===== src/rtl/resv_pkg.sv =====
package resv_pkg;
    typedef enum logic [1:0] {
        REQ_IDLE = 2'b00,
        REQ_LL   = 2'b01,
        REQ_SC   = 2'b10,
        REQ_RSVD = 2'b11
    } req_kind_e;
endpackage


===== src/rtl/resv_line_cmp.sv =====
module resv_line_cmp #(
    parameter int ADDR_W   = 32,
    parameter int LINE_OFS = 6,
    localparam int LINE_W  = ADDR_W - LINE_OFS
) (
    input  logic              en,
    input  logic [ADDR_W-1:0] addr,
    input  logic [LINE_W-1:0] line,
    output logic              hit
);
    logic [LINE_W-1:0] addr_line;

    generate
        if (LINE_OFS > 0) begin : g_strip
            assign addr_line = addr[ADDR_W-1:LINE_OFS];
        end else begin : g_full
            assign addr_line = addr;
        end
    endgenerate

    assign hit = en && (addr_line == line);
endmodule


===== src/rtl/resv_break_unit.sv =====
module resv_break_unit #(
    parameter int ADDR_W   = 32,
    parameter int LINE_OFS = 6,
    localparam int LINE_W  = ADDR_W - LINE_OFS
) (
    input  logic              snoop_inv,
    input  logic [ADDR_W-1:0] snoop_addr,
    input  logic              ctx_flush,
    input  logic [LINE_W-1:0] held_line,
    input  logic [LINE_W-1:0] new_line,
    output logic              kill_held,
    output logic              kill_new
);
    logic snp_hit_held;
    logic snp_hit_new;

    resv_line_cmp #(.ADDR_W(ADDR_W), .LINE_OFS(LINE_OFS)) u_cmp_held (
        .en   (snoop_inv),
        .addr (snoop_addr),
        .line (held_line),
        .hit  (snp_hit_held)
    );

    resv_line_cmp #(.ADDR_W(ADDR_W), .LINE_OFS(LINE_OFS)) u_cmp_new (
        .en   (snoop_inv),
        .addr (snoop_addr),
        .line (new_line),
        .hit  (snp_hit_new)
    );

    always_comb begin
        kill_held = ctx_flush || snp_hit_held;
        kill_new  = ctx_flush || snp_hit_new;
    end
endmodule


===== src/rtl/resv_monitor.sv =====
module resv_monitor #(
    parameter int ADDR_W   = 32,
    parameter int LINE_OFS = 6
) (
    input  logic              clk,
    input  logic              rst_n,
    input  logic [1:0]        req_kind,
    input  logic [ADDR_W-1:0] req_addr,
    input  logic              snoop_inv,
    input  logic [ADDR_W-1:0] snoop_addr,
    input  logic              ctx_flush,
    output logic              mem_we,
    output logic              sc_ok,
    output logic              sc_fail,
    output logic              link_o
);
    import resv_pkg::*;

    localparam int LINE_W = ADDR_W - LINE_OFS;

    typedef struct packed {
        logic              link;
        logic [LINE_W-1:0] line;
    } resv_state_t;

    resv_state_t state_d, state_q;
    req_kind_e   kind;
    logic        is_ll, is_sc;
    logic        sc_line_hit;
    logic        kill_held, kill_new;
    logic [LINE_W-1:0] req_line;

    assign kind     = req_kind_e'(req_kind);
    assign is_ll    = (kind == REQ_LL);
    assign is_sc    = (kind == REQ_SC);
    assign req_line = req_addr[ADDR_W-1:LINE_OFS];

    resv_line_cmp #(.ADDR_W(ADDR_W), .LINE_OFS(LINE_OFS)) u_sc_cmp (
        .en   (is_sc),
        .addr (req_addr),
        .line (state_q.line),
        .hit  (sc_line_hit)
    );

    resv_break_unit #(.ADDR_W(ADDR_W), .LINE_OFS(LINE_OFS)) u_break (
        .snoop_inv  (snoop_inv),
        .snoop_addr (snoop_addr),
        .ctx_flush  (ctx_flush),
        .held_line  (state_q.line),
        .new_line   (req_line),
        .kill_held  (kill_held),
        .kill_new   (kill_new)
    );

    always_comb begin
        state_d = state_q;
        sc_ok   = is_sc && sc_line_hit && state_q.link && !kill_held;
        sc_fail = is_sc && !sc_ok;
        mem_we  = sc_ok;
        if (is_ll) begin
            state_d.line = req_line;
            state_d.link = !kill_new;
        end else if (is_sc || kill_held) begin
            state_d.link = 1'b0;
        end
    end

    always_ff @(posedge clk or negedge rst_n) begin
        if (!rst_n) begin
            state_q <= '0;
        end else begin
            state_q <= state_d;
        end
    end

    assign link_o = state_q.link;
endmodule


===== config.mk =====
export PLATFORM = sky130hd
export DESIGN_NAME = resv_monitor
export DESIGN_NICKNAME = d
export VERILOG_FILES = /design/src/rtl/resv_pkg.sv /design/src/rtl/resv_line_cmp.sv /design/src/rtl/resv_break_unit.sv /design/src/rtl/resv_monitor.sv
export SDC_FILE = /design/constraint.sdc
export NUM_CORES = 1
export LEC_CHECK = 0
export BUFFER_PORTS_ARGS = -buffer_cell sky130_fd_sc_hd__buf_2
export CORE_ASPECT_RATIO = 2
export CORE_MARGIN = 2
export CORE_UTILIZATION = 49
export CTS_BUF_LIST = sky130_fd_sc_hd__clkbuf_4 sky130_fd_sc_hd__clkbuf_8 sky130_fd_sc_hd__clkbuf_16
export DETAILED_ROUTE_END_ITERATION = 8
export PLACE_DENSITY = 0.8
export RECOVER_POWER = 100
export SLEW_MARGIN = 25
export SYNTH_ARGS = -nofsm -noshare
export SYNTH_HDL_FRONTEND = slang
export SYNTH_SLANG_ARGS = --single-unit

===== constraint.sdc =====
create_clock -name clk -period 2.4 [get_ports clk]
set_clock_uncertainty 0.15 [all_clocks]
set_input_delay 0.24 -clock clk [delete_from_list [all_inputs] [get_ports clk]]
set_output_delay 0.24 -clock clk [all_outputs]
set_load 0.01 [all_outputs]

**After elaboration in Yosys (flattened, before gate mapping)**

Cells that the tools add are included.

- Multiplexer cells: 2
- Reductions and logical operators: 14
- Equality and inequality tests: 5

Operator list:

| operator | number |
|---|---|
| equality test 26 bit | 3 |
| logical AND 1 bit | 7 |
| zero test 1 bit | 3 |
| logical OR 1 bit | 3 |
| equality test 2 x 1 -> 1 bit, second input constant | 1 |
| equality test 2 bit, second input constant | 1 |
| 2-to-1 mux 1 bit | 2 |
| nonzero test 2 bit | 1 |

- Output and inout port bits: 4
- Flip-flop bits (word level): 27
- Logic and storage cells: 23
- Input bits: 70

**Logic depth before layout (Yosys ltp)**

Gate-level depths: netlist (run 1).

- Depth in word-level cells: 7
- Gate-level depth with buffers: 5
- Depth with buffers taken out: 5

**By module**

A second synthesis (run 1) with hierarchy kept.

- Cells, all modules: 173
- Area, all modules: 2044.5 µm²

Modules (own cells, without submodules):

| module | cells each | area an instance (µm²) | sequential area each (µm²) | times used |
|---|---|---|---|---|
| resv_monitor | 66 | 1161.1 | 675.6 | 1 |
| resv_line_cmp | 35 | 290.3 | 0.0 | 3 |
| resv_break_unit | 2 | 12.5 | 0.0 | 1 |

**Least setup slack after synthesis (run 1)**

OpenSTA, ideal clock, no wires.

- Kind: reg2out
- From: register state_q[20] (netlist name)
- To: output port sc_ok
- Setup slack: 0.346 ns
- Data required time: 2.010 ns
- Stages on the path, launching flop included: 6
- Buffers on the path: 1
- Arrival: 1.664 ns
- Path through: dfrtp_1 xor2_1 nor4_1 nand4_1 a2111oi_2 buf_4

- Cells in the longest elaborated chain, start to end: 5
- Elaborated cells on any way between the ends: 9
- Those cells by class: eq/ne (2); reduce/logical (7)

Ends and longest elaborated chain:

| item | RTL line | RTL |
|---|---|---|
| from (decl) | resv_monitor.sv:26 | `resv_state_t state_d, state_q;` |
| from (signal assigned) | resv_monitor.sv:72 | `state_q <= state_d;` |
| equality test 26 bit | resv_line_cmp.sv:21 | `assign hit = en && (addr_line == line);` |
| logical AND 1 bit | resv_line_cmp.sv:21 |  |
| logical AND 1 bit / logical OR 1 bit (equally long branches) | resv_monitor.sv:57, resv_break_unit.sv:32 |  |
| logical AND 1 bit / zero test 1 bit (equally long branches) | resv_monitor.sv:57 | `sc_ok = is_sc && sc_line_hit && state_q.link && !kill_held;` |
| logical AND 1 bit (*) | resv_monitor.sv:57 |  |
| to (decl) | resv_monitor.sv:13 | `output logic sc_ok,` |

Every way passes the cells marked *; elsewhere a longest branch is shown, timed or not.

**Worst setup path after layout (run 1)**

- From: register state_q[25] (netlist name)
- To: output port sc_fail

- Cells in the longest elaborated chain, start to end: 7
- Elaborated cells on any way between the ends: 11
- Those cells by class: eq/ne (2); reduce/logical (9)

Ends and longest elaborated chain:

| item | RTL line | RTL |
|---|---|---|
| equality test 26 bit | resv_line_cmp.sv:21 |  |
| logical AND 1 bit | resv_line_cmp.sv:21 |  |
| logical AND 1 bit / logical OR 1 bit (equally long branches) | resv_monitor.sv:57, resv_break_unit.sv:32 |  |
| logical AND 1 bit / zero test 1 bit (equally long branches) | resv_monitor.sv:57 |  |
| logical AND 1 bit (*) | resv_monitor.sv:57 |  |
| zero test 1 bit (*) | resv_monitor.sv:58 | `sc_fail = is_sc && !sc_ok;` |
| logical AND 1 bit (*) | resv_monitor.sv:58 |  |
| to (decl) | resv_monitor.sv:14 | `output logic sc_fail,` |

Marked as above.

==> flow_summary_export.csv, run 1 <==
group,metric,value,unit
timing,period_needed,2.349,ns
setup_path,arrival,1.96,ns
setup_path,cp-end-kind,"output pin",
yosys,synth_common_cells,"52 x xnor2_1, 27 x dfrtp_1, 26 x mux2_2, 26 x xor2_1, 13 x nand4_1",
clock_network,h-tree-depth,1,
place,dp_cells,281,
global_routing,antenna_found_initial,0,
global_routing,grt_pass1_vias,1519,
setup_path,rrSetupSlack,0.42,ns
global_routing,grt_pass1_wl,7086,µm
run_status,status,"complete, but fails checks",
worst_hold_path,whs_endpoint,"state_q[5]",
cells_and_area,layout-drive-gt1-share,40.43,%
floorplan,rows,32,
yosys,yosys.area.top_type_share,35.06,%
place,dp_hpwl,3492,µm
cells_and_area,antenna-diode-count,0,
timing,final-setup-viol-count,0,
global_routing,overflow,0,
setup_path,ff2ff_path_depth,5,
drt,routed_wl,4385,µm
timing,hold_violations,0,
clock_network,clk_pin_slew,0.10,ns
timing,maxSlewViolCount,56,
floorplan,die_w,48.34,µm
worst_hold_path,hp-class,"in2reg",
timing,relSlewSlack,-4.592,%
drt,drt_iter0_drc,23,
setup_path,critPathLaunchType,"register",
setup_path,r2r_end,"link_o",
yosys,synth_ff_type,"dfrtp_1",
timing,post-route-period-util,97.89,%
yosys,ys_ff_latch,27,
yosys,avgSynthCellArea,11.20,µm²
yosys,synth_top_cell_by_area,"dfrtp_1",
setup_path,crit_required,2.01,ns
clock_network,insertion_delay,0.27,ns
yosys,synth_async_sr_flop_share,100.0,%
clock_network,cts_sinks,27,
global_routing,grt_max_degree,28,
drt,remaining_drc_errors,0,
setup_path,path_class,"reg2out",
place,io_buffers,61,
place,gp_congestion,0.8768,
pwr,p_per_area,533.1,nW/µm²
floorplan,ios,74,
floorplan,core,3804,µm²
timing,rsz0062_at_grt,"no",
timing,fmax,0.4257,GHz
clock_network,cts_buffer_depth,2,
cells_and_area,stdcell_count,286,
clock_network,clock-root-buffer,"clkbuf_8",
drt,routedWlPerCell,15.33,µm
drt,viasPerCell,5.178,
cells_and_area,syn_to_final_growth,23.05,%
yosys,synth.most_common_cell,"xnor2_1",
run_status,violations,"max-capacitance violations, max-slew violations",
drt,drt-pass1-iter-count,4,
pwr,leakage,0.9544,nW
drt,num_vias,1481,
yosys,synth_area_leaders,"dfrtp_1 35%, xnor2_1 24%, mux2_2 15%, xor2_1 12%, nand4_1 4.2%",
setup_path,r2r_start,"state_q[23]",
yosys,ys_seq_area_share,35.06,%
clock_network,cts_tree,"done",
worst_hold_path,min_path_cells,2,
floorplan,start_util,50.66,%
yosys,synth_nets,242,
timing,worst_pin_slew,1.569,ns
floorplan,die_y,92.68,µm
yosys,synth_edf_count,0,
flow_run,max-cap-violations,2,
yosys,netlist_instances,172,
yosys,yosysUniqueCellTypes,20,
cells_and_area,finalNetCount,306,
floorplan,dieArea,4480,µm²
drt,ant_nets,0,
worst_hold_path,min_from,"req_addr[11]",
setup_path,worstPathMaxFanout,3,
timing,fin_setup_tns,0,ns
pwr,irDropWorstVdd,414.9,µV
clock_network,cts_setup_buffers,0,
yosys,synthesis.area,1927,µm²
global_routing,gr-usage-all-layers,20.78,%
clock_network,numCtsBuffers,3,
yosys,yosys_warnings,0,
worst max-delay path, stage by stage, from the launching register on:
cell	delay, ns
dfrtp_1	0.42
xor2_1	0.15
nor4_1	0.34
nand3_1	0.18
a2111oi_4	0.38
nor2_1	0.06
buf_2	0.14
final cells by class:
cell class | instances | area (µm²)
sequential | 27 | 675.6
tap | 51 | 63.81
fill | 332 | 1433
clock inverter | 1 | 7.507
timing repair buffer | 63 | 315.3
multi-input combinational | 141 | 1267
clock buffer | 3 | 41.29
sequential cells by signal, indices dropped and copies added, names as in the netlist:
signal,count
state_q,26
link_o,1
cell families after synthesis:
| kind of cell | Yosys count | synth area share [%] |
|---|---|---|
| xor gates and xnor gates | 78 | 35.45 |
| and+or+nand+nor | 33 | 11.10 |
| DFF | 27 | 35.07 |
| muxes | 26 | 15.19 |
| AOI/OAI and AO/OA | 4 | 2.077 |
| buffers and inverters | 4 | 1.104 |
report_power, final:
group          total, mW  leakage (nW)  internal, mW  switching [mW]
sequential         0.590         0.318         0.520          0.0699
combinational      0.406         0.614         0.222           0.184
clock              0.267        0.0217         0.118           0.150
how the worst max path moves through the flow:
| stage | startpoint | endpoint | slack [ns] | depth (start not counted) |
|---|---|---|---|---|
| floorplan | state_q[20] | sc_ok | 0.35 | 5 |
| global placement | state_q[23] | sc_fail | 0.28 | 6 |
| detailed placement | state_q[10] | mem_we | 0.22 | 5 |
| CTS | state_q[23] | sc_fail | 0.01 | 6 |
| global route | state_q[19] | mem_we | 0.006 | 5 |
| finish | state_q[25] | sc_fail | 0.05 | 6 |
per-stage QoR:
stage / worst slack (ns) / utilization [%] / hold WS (ns) / cell area (µm²) / power, mW
floorplan: 0.3455 / - / -0.2056 / 1927 / 0.8452
global placement: 0.2818 / 60.00 / 0.1482 / 2282 / 0.9830
detailed placement: 0.2214 / 60.00 / 0.1476 / 2282 / 0.9926
CTS: 0.01363 / 62.37 / 0.08583 / 2372 / 1.275
global route: 0.006211 / 62.34 / 0.09103 / 2371 / 1.333
finish: 0.05075 / 62.34 / 0.09068 / 2371 / 1.264
layout by cell type (no fill, tap or decap), types with 2 or more instances in the layout:
cell type,instances
xnor2_1,52
dfrtp_1,27
buf_2,58
nor3_1,2
nand4_1,13
nor4_2,4
a211oi_1,2
nor4_1,3
nand2b_1,3
clkbuf_8,3
clkbuf_1,4
mux2_2,26
xor2_1,26
nand3_1,3
layer usage:
layer / up-vias / track usage (%) / part of all wire (%)
li1: 725 / - / -
met4: 0 / 7.143 / 1.9
met3: 6 / 1.129 / 2.4
met2: 34 / 42.36 / 60
met1: 716 / 21.70 / 36
met5: - / 0 / 0
timing repair:
action,4_1_cts,5_1_grt
pin swaps,0,3
endpoints found under the hold margin,27,0
setup endpoints to repair,3,3
gates resized for setup,4,1
hold buffers,1,0
(Power assumes the default switching activity.)
==> run 2: changes to the inputs <==
- ABC_AREA: unset -> 1
- CORE_UTILIZATION: 49 -> 51
==> run 2 against run 1 <==
- highest routed layer unchanged
- critical path depth rose by 3
- power fell by 0.41%
- the run still ends with max-capacitance violations, max-slew violations left
- via count rose by 73%
- core utilization rose by 0.64 points
- worst setup slack improved by 0.13 ns
- critical endpoint unchanged
- maximum frequency rose by 5.7%
==> flow_summary_export.csv, run 2 <==
group,metric,value,unit
run_status,status,"complete, but fails checks",
run_status,violations,"max-capacitance violations, max-slew violations",
setup_path,cp-end-kind,"output pin",
yosys,yosys_warnings,0,
floorplan,start_util,53.14,%
pwr,p_int,0.8113,mW
setup_path,crit_required,2.01,ns
timing,setup_slack,0.1767,ns
timing,relSlewSlack,-3.610,%
yosys,ys_seq_area_share,29.30,%
cells_and_area,finalNetCount,543,
yosys,synthesis.area,2306,µm²
cells_and_area,syn_to_final_growth,18.50,%
drt,viasPerCell,4.857,
floorplan,die_y,99.10,µm
setup_path,path_class,"reg2out",
drt,routed_wl,6013,µm
pwr,leakage,1.620,nW
global_routing,antenna_found_initial,0,
timing,maxSlewViolCount,28,
pwr,p_comb_share,32.3,%
pwr,p_per_area,460.6,nW/µm²
place,dp_cells,520,
setup_path,crit_top_cell,"nand2_1",
setup_path,arrival,1.83,ns
floorplan,rows,34,
place,post-place-ws,0.4658,ns
cells_and_area,antenna-diode-count,0,
pwr,p_sw_share,35.54,%
timing,post-route-period-util,92.64,%
worst_hold_path,min_path_cells,3,
clock_network,cts_sinks,27,
clock_network,h-tree-depth,1,
floorplan,ios,74,
yosys,yosys.area.top_type_share,29.79,%
drt,num_vias,2555,
worst_hold_path,hp-class,"in2reg",
yosys,synth.most_common_cell,"nand2_1",
setup_path,ff2ff_path_depth,8,
pwr,pwr-share-clk,22.1,%
setup_path,slowest_stage,"dfrtp_1",
yosys,netlist_instances,409,
timing,rsz0062_at_grt,"no",
clock_network,clk_pin_slew,0.10,ns
clock_network,cts_tree,"done",
yosys,synth_ff_type,"dfrtp_1",
setup_path,r2r_end,"link_o",
global_routing,grt_max_degree,29,
timing,fmax,0.4498,GHz
drt,drt_iter0_drc,61,
timing,period_needed,2.223,ns
yosys,synth_nets,479,
timing,worst_pin_slew,1.554,ns
setup_path,critPathLaunchType,"register",
cells_and_area,layout-drive-gt1-share,15.25,%
timing,fin_setup_tns,0,ns
cells_and_area,final_cell_area,2733,µm²
timing,final-setup-viol-count,0,
pwr,seqPwrFrac,45.7,%
yosys,synth_area_leaders,"nand2_1 30%, dfrtp_1 29%, inv_1 11%, o21ai_0 8.7%, nor2_1 6.5%",
yosys,synth_common_cells,"183 x nand2_1, 65 x inv_1, 40 x nor2_1, 40 x o21ai_0, 27 x dfrtp_1",
global_routing,gr-usage-all-layers,25.40,%
worst_hold_path,whs_endpoint,"state_q[0]",
clock_network,insertion_delay,0.28,ns
pwr,power.switching,0.4474,mW
yosys,synth_top_cell_by_area,"nand2_1",
setup_path,r2r_start,"state_q[22]",
cells_and_area,top_register,"state_q",
clock_network,cts_buffer_depth,2,
yosys,avgSynthCellArea,5.638,µm²
floorplan,core,4339,µm²
yosys,ys_ff_latch,27,
yosys,synth_async_sr_flop_share,100.0,%
flow_run,max-cap-violations,1,
drt,drt-pass1-iter-count,5,
place,dpl_cell_area,2668,µm²
setup_path,rrSetupSlack,0.94,ns
setup_path,crit_chain,"inv_1, nand2_1, nand2_1, nand2_1, nor2_1, nand3_2, or2_0, a21boi_1, buf_2",
pwr,irDropWorstVdd,329.3,µV
global_routing,grt_pass1_wl,9949,µm
floorplan,dieArea,5108,µm²
yosys,synth_edf_count,0,
timing,hold_violations,0,
drt,ant_nets,0,
yosys,yosysUniqueCellTypes,23,
drt,remaining_drc_errors,0,
global_routing,overflow,0,
place,dp_hpwl,4988,µm
drt,routedWlPerCell,11.43,µm
setup_path,slowest_delay,0.43,ns
global_routing,grt_pass1_vias,2356,
clock_network,clock-root-buffer,"clkbuf_8",
place,gp_congestion,0.8698,
cells_and_area,stdcell_count,526,
cells_and_area,final_common_cell,"nand2_1",
place,io_buffers,61,
cells_and_area,final_cell_mix,"183 x nand2_1, 65 x inv_1, 58 x buf_2",
pwr,finalPower,1.259,mW
clock_network,numCtsBuffers,3,
setup_path,worstPathMaxFanout,4,
cells_and_area,largest_reg_flops,26,
worst_hold_path,min_from,"req_addr[6]",
floorplan,die_w,51.55,µm
run 2: cell types whose count changed after synthesis, moves of 8 or more:
| cell | change |
|---|---|
| inv_1 | +65 |
| inv_2 | +8 |
| mux2_2 | -26 |
| nand2_1 | +182 |
| nand4_1 | -9 |
| nor2_1 | +39 |
| o21ai_0 | +40 |
| xnor2_1 | -37 |
| xor2_1 | -24 |
run 2: final cells by class:
class	count	area [µm²]
Fill cell	469	1607
Sequential cell	27	675.6
Timing Repair Buffer	65	329.1
Tap cell	54	67.56
Inverter	73	274.0
Clock buffer	4	48.80
Multi-Input combinational cell	303	1338
run 2: worst max path at each step:
stage	slack [ns]	end	from	cells after the start
after floorplan	0.67	sc_ok	state_q[4]	7
after global placement	0.51	sc_fail	state_q[12]	7
after detailed placement	0.47	sc_fail	state_q[12]	7
after CTS	0.15	sc_fail	state_q[12]	7
after global routing	0.006	sc_fail	state_q[9]	10
final	0.18	sc_fail	state_q[22]	9
run 2: timing repair:
item	4_1_cts	5_1_grt
resized for setup	0	1
buffers inserted	0	0
endpoints found under the setup margin	0	1
hold buffers	2	0
hold endpoints to repair	28	0
run 2: per-layer routing:
| metal | track usage, % | vias up | part of all wire [%] |
|---|---|---|---|
| li1 | - | 1346 | - |
| met5 | 0 | - | 0 |
| met2 | 46.94 | 75 | 52 |
| met3 | 2.553 | 16 | 3.8 |
| met4 | 10.73 | 0 | 3.6 |
| met1 | 28.21 | 1118 | 40 |
run 2: logic make-up (layout without fill, tap and decap cells):
| group | count (synthesis) | count (layout) | synth area share, % |
|---|---|---|---|
| buf+inv | 79 | 142 | 13.02 |
| compound gates | 51 | 51 | 11.67 |
| xor+xnor | 17 | 17 | 6.457 |
| flops | 27 | 27 | 29.30 |
| simple gates | 235 | 235 | 39.56 |
run 2: worst max-delay path: cells and delay by family, from the launching register on:
kind	cells	cell delay [ns]
AOI/OAI and AO/OA	1	0.21
and+or+nand+nor	6	0.69
buffers and inverters	2	0.24
DFF	1	0.43
run 2: metrics by stage:
stage	hold slack (ns)	util, %
global route	0.1418	62.98
detailed placement	0.1488	61.48
finish	0.1034	62.98
floorplan	-0.2056	-
global placement	0.1511	61.48
CTS	0.1068	63.06
run 2: power by group through the flow:
stage	logic (mW)	clock network, mW	registers (mW)
6_report	0.406	0.278	0.575
2_1_floorplan	0.261	0	0.569
4_1_cts	0.409	0.283	0.573
3_3_place_gp	0.396	0	0.579
3_5_place_dp	0.404	0	0.582
5_1_grt	0.472	0.297	0.584
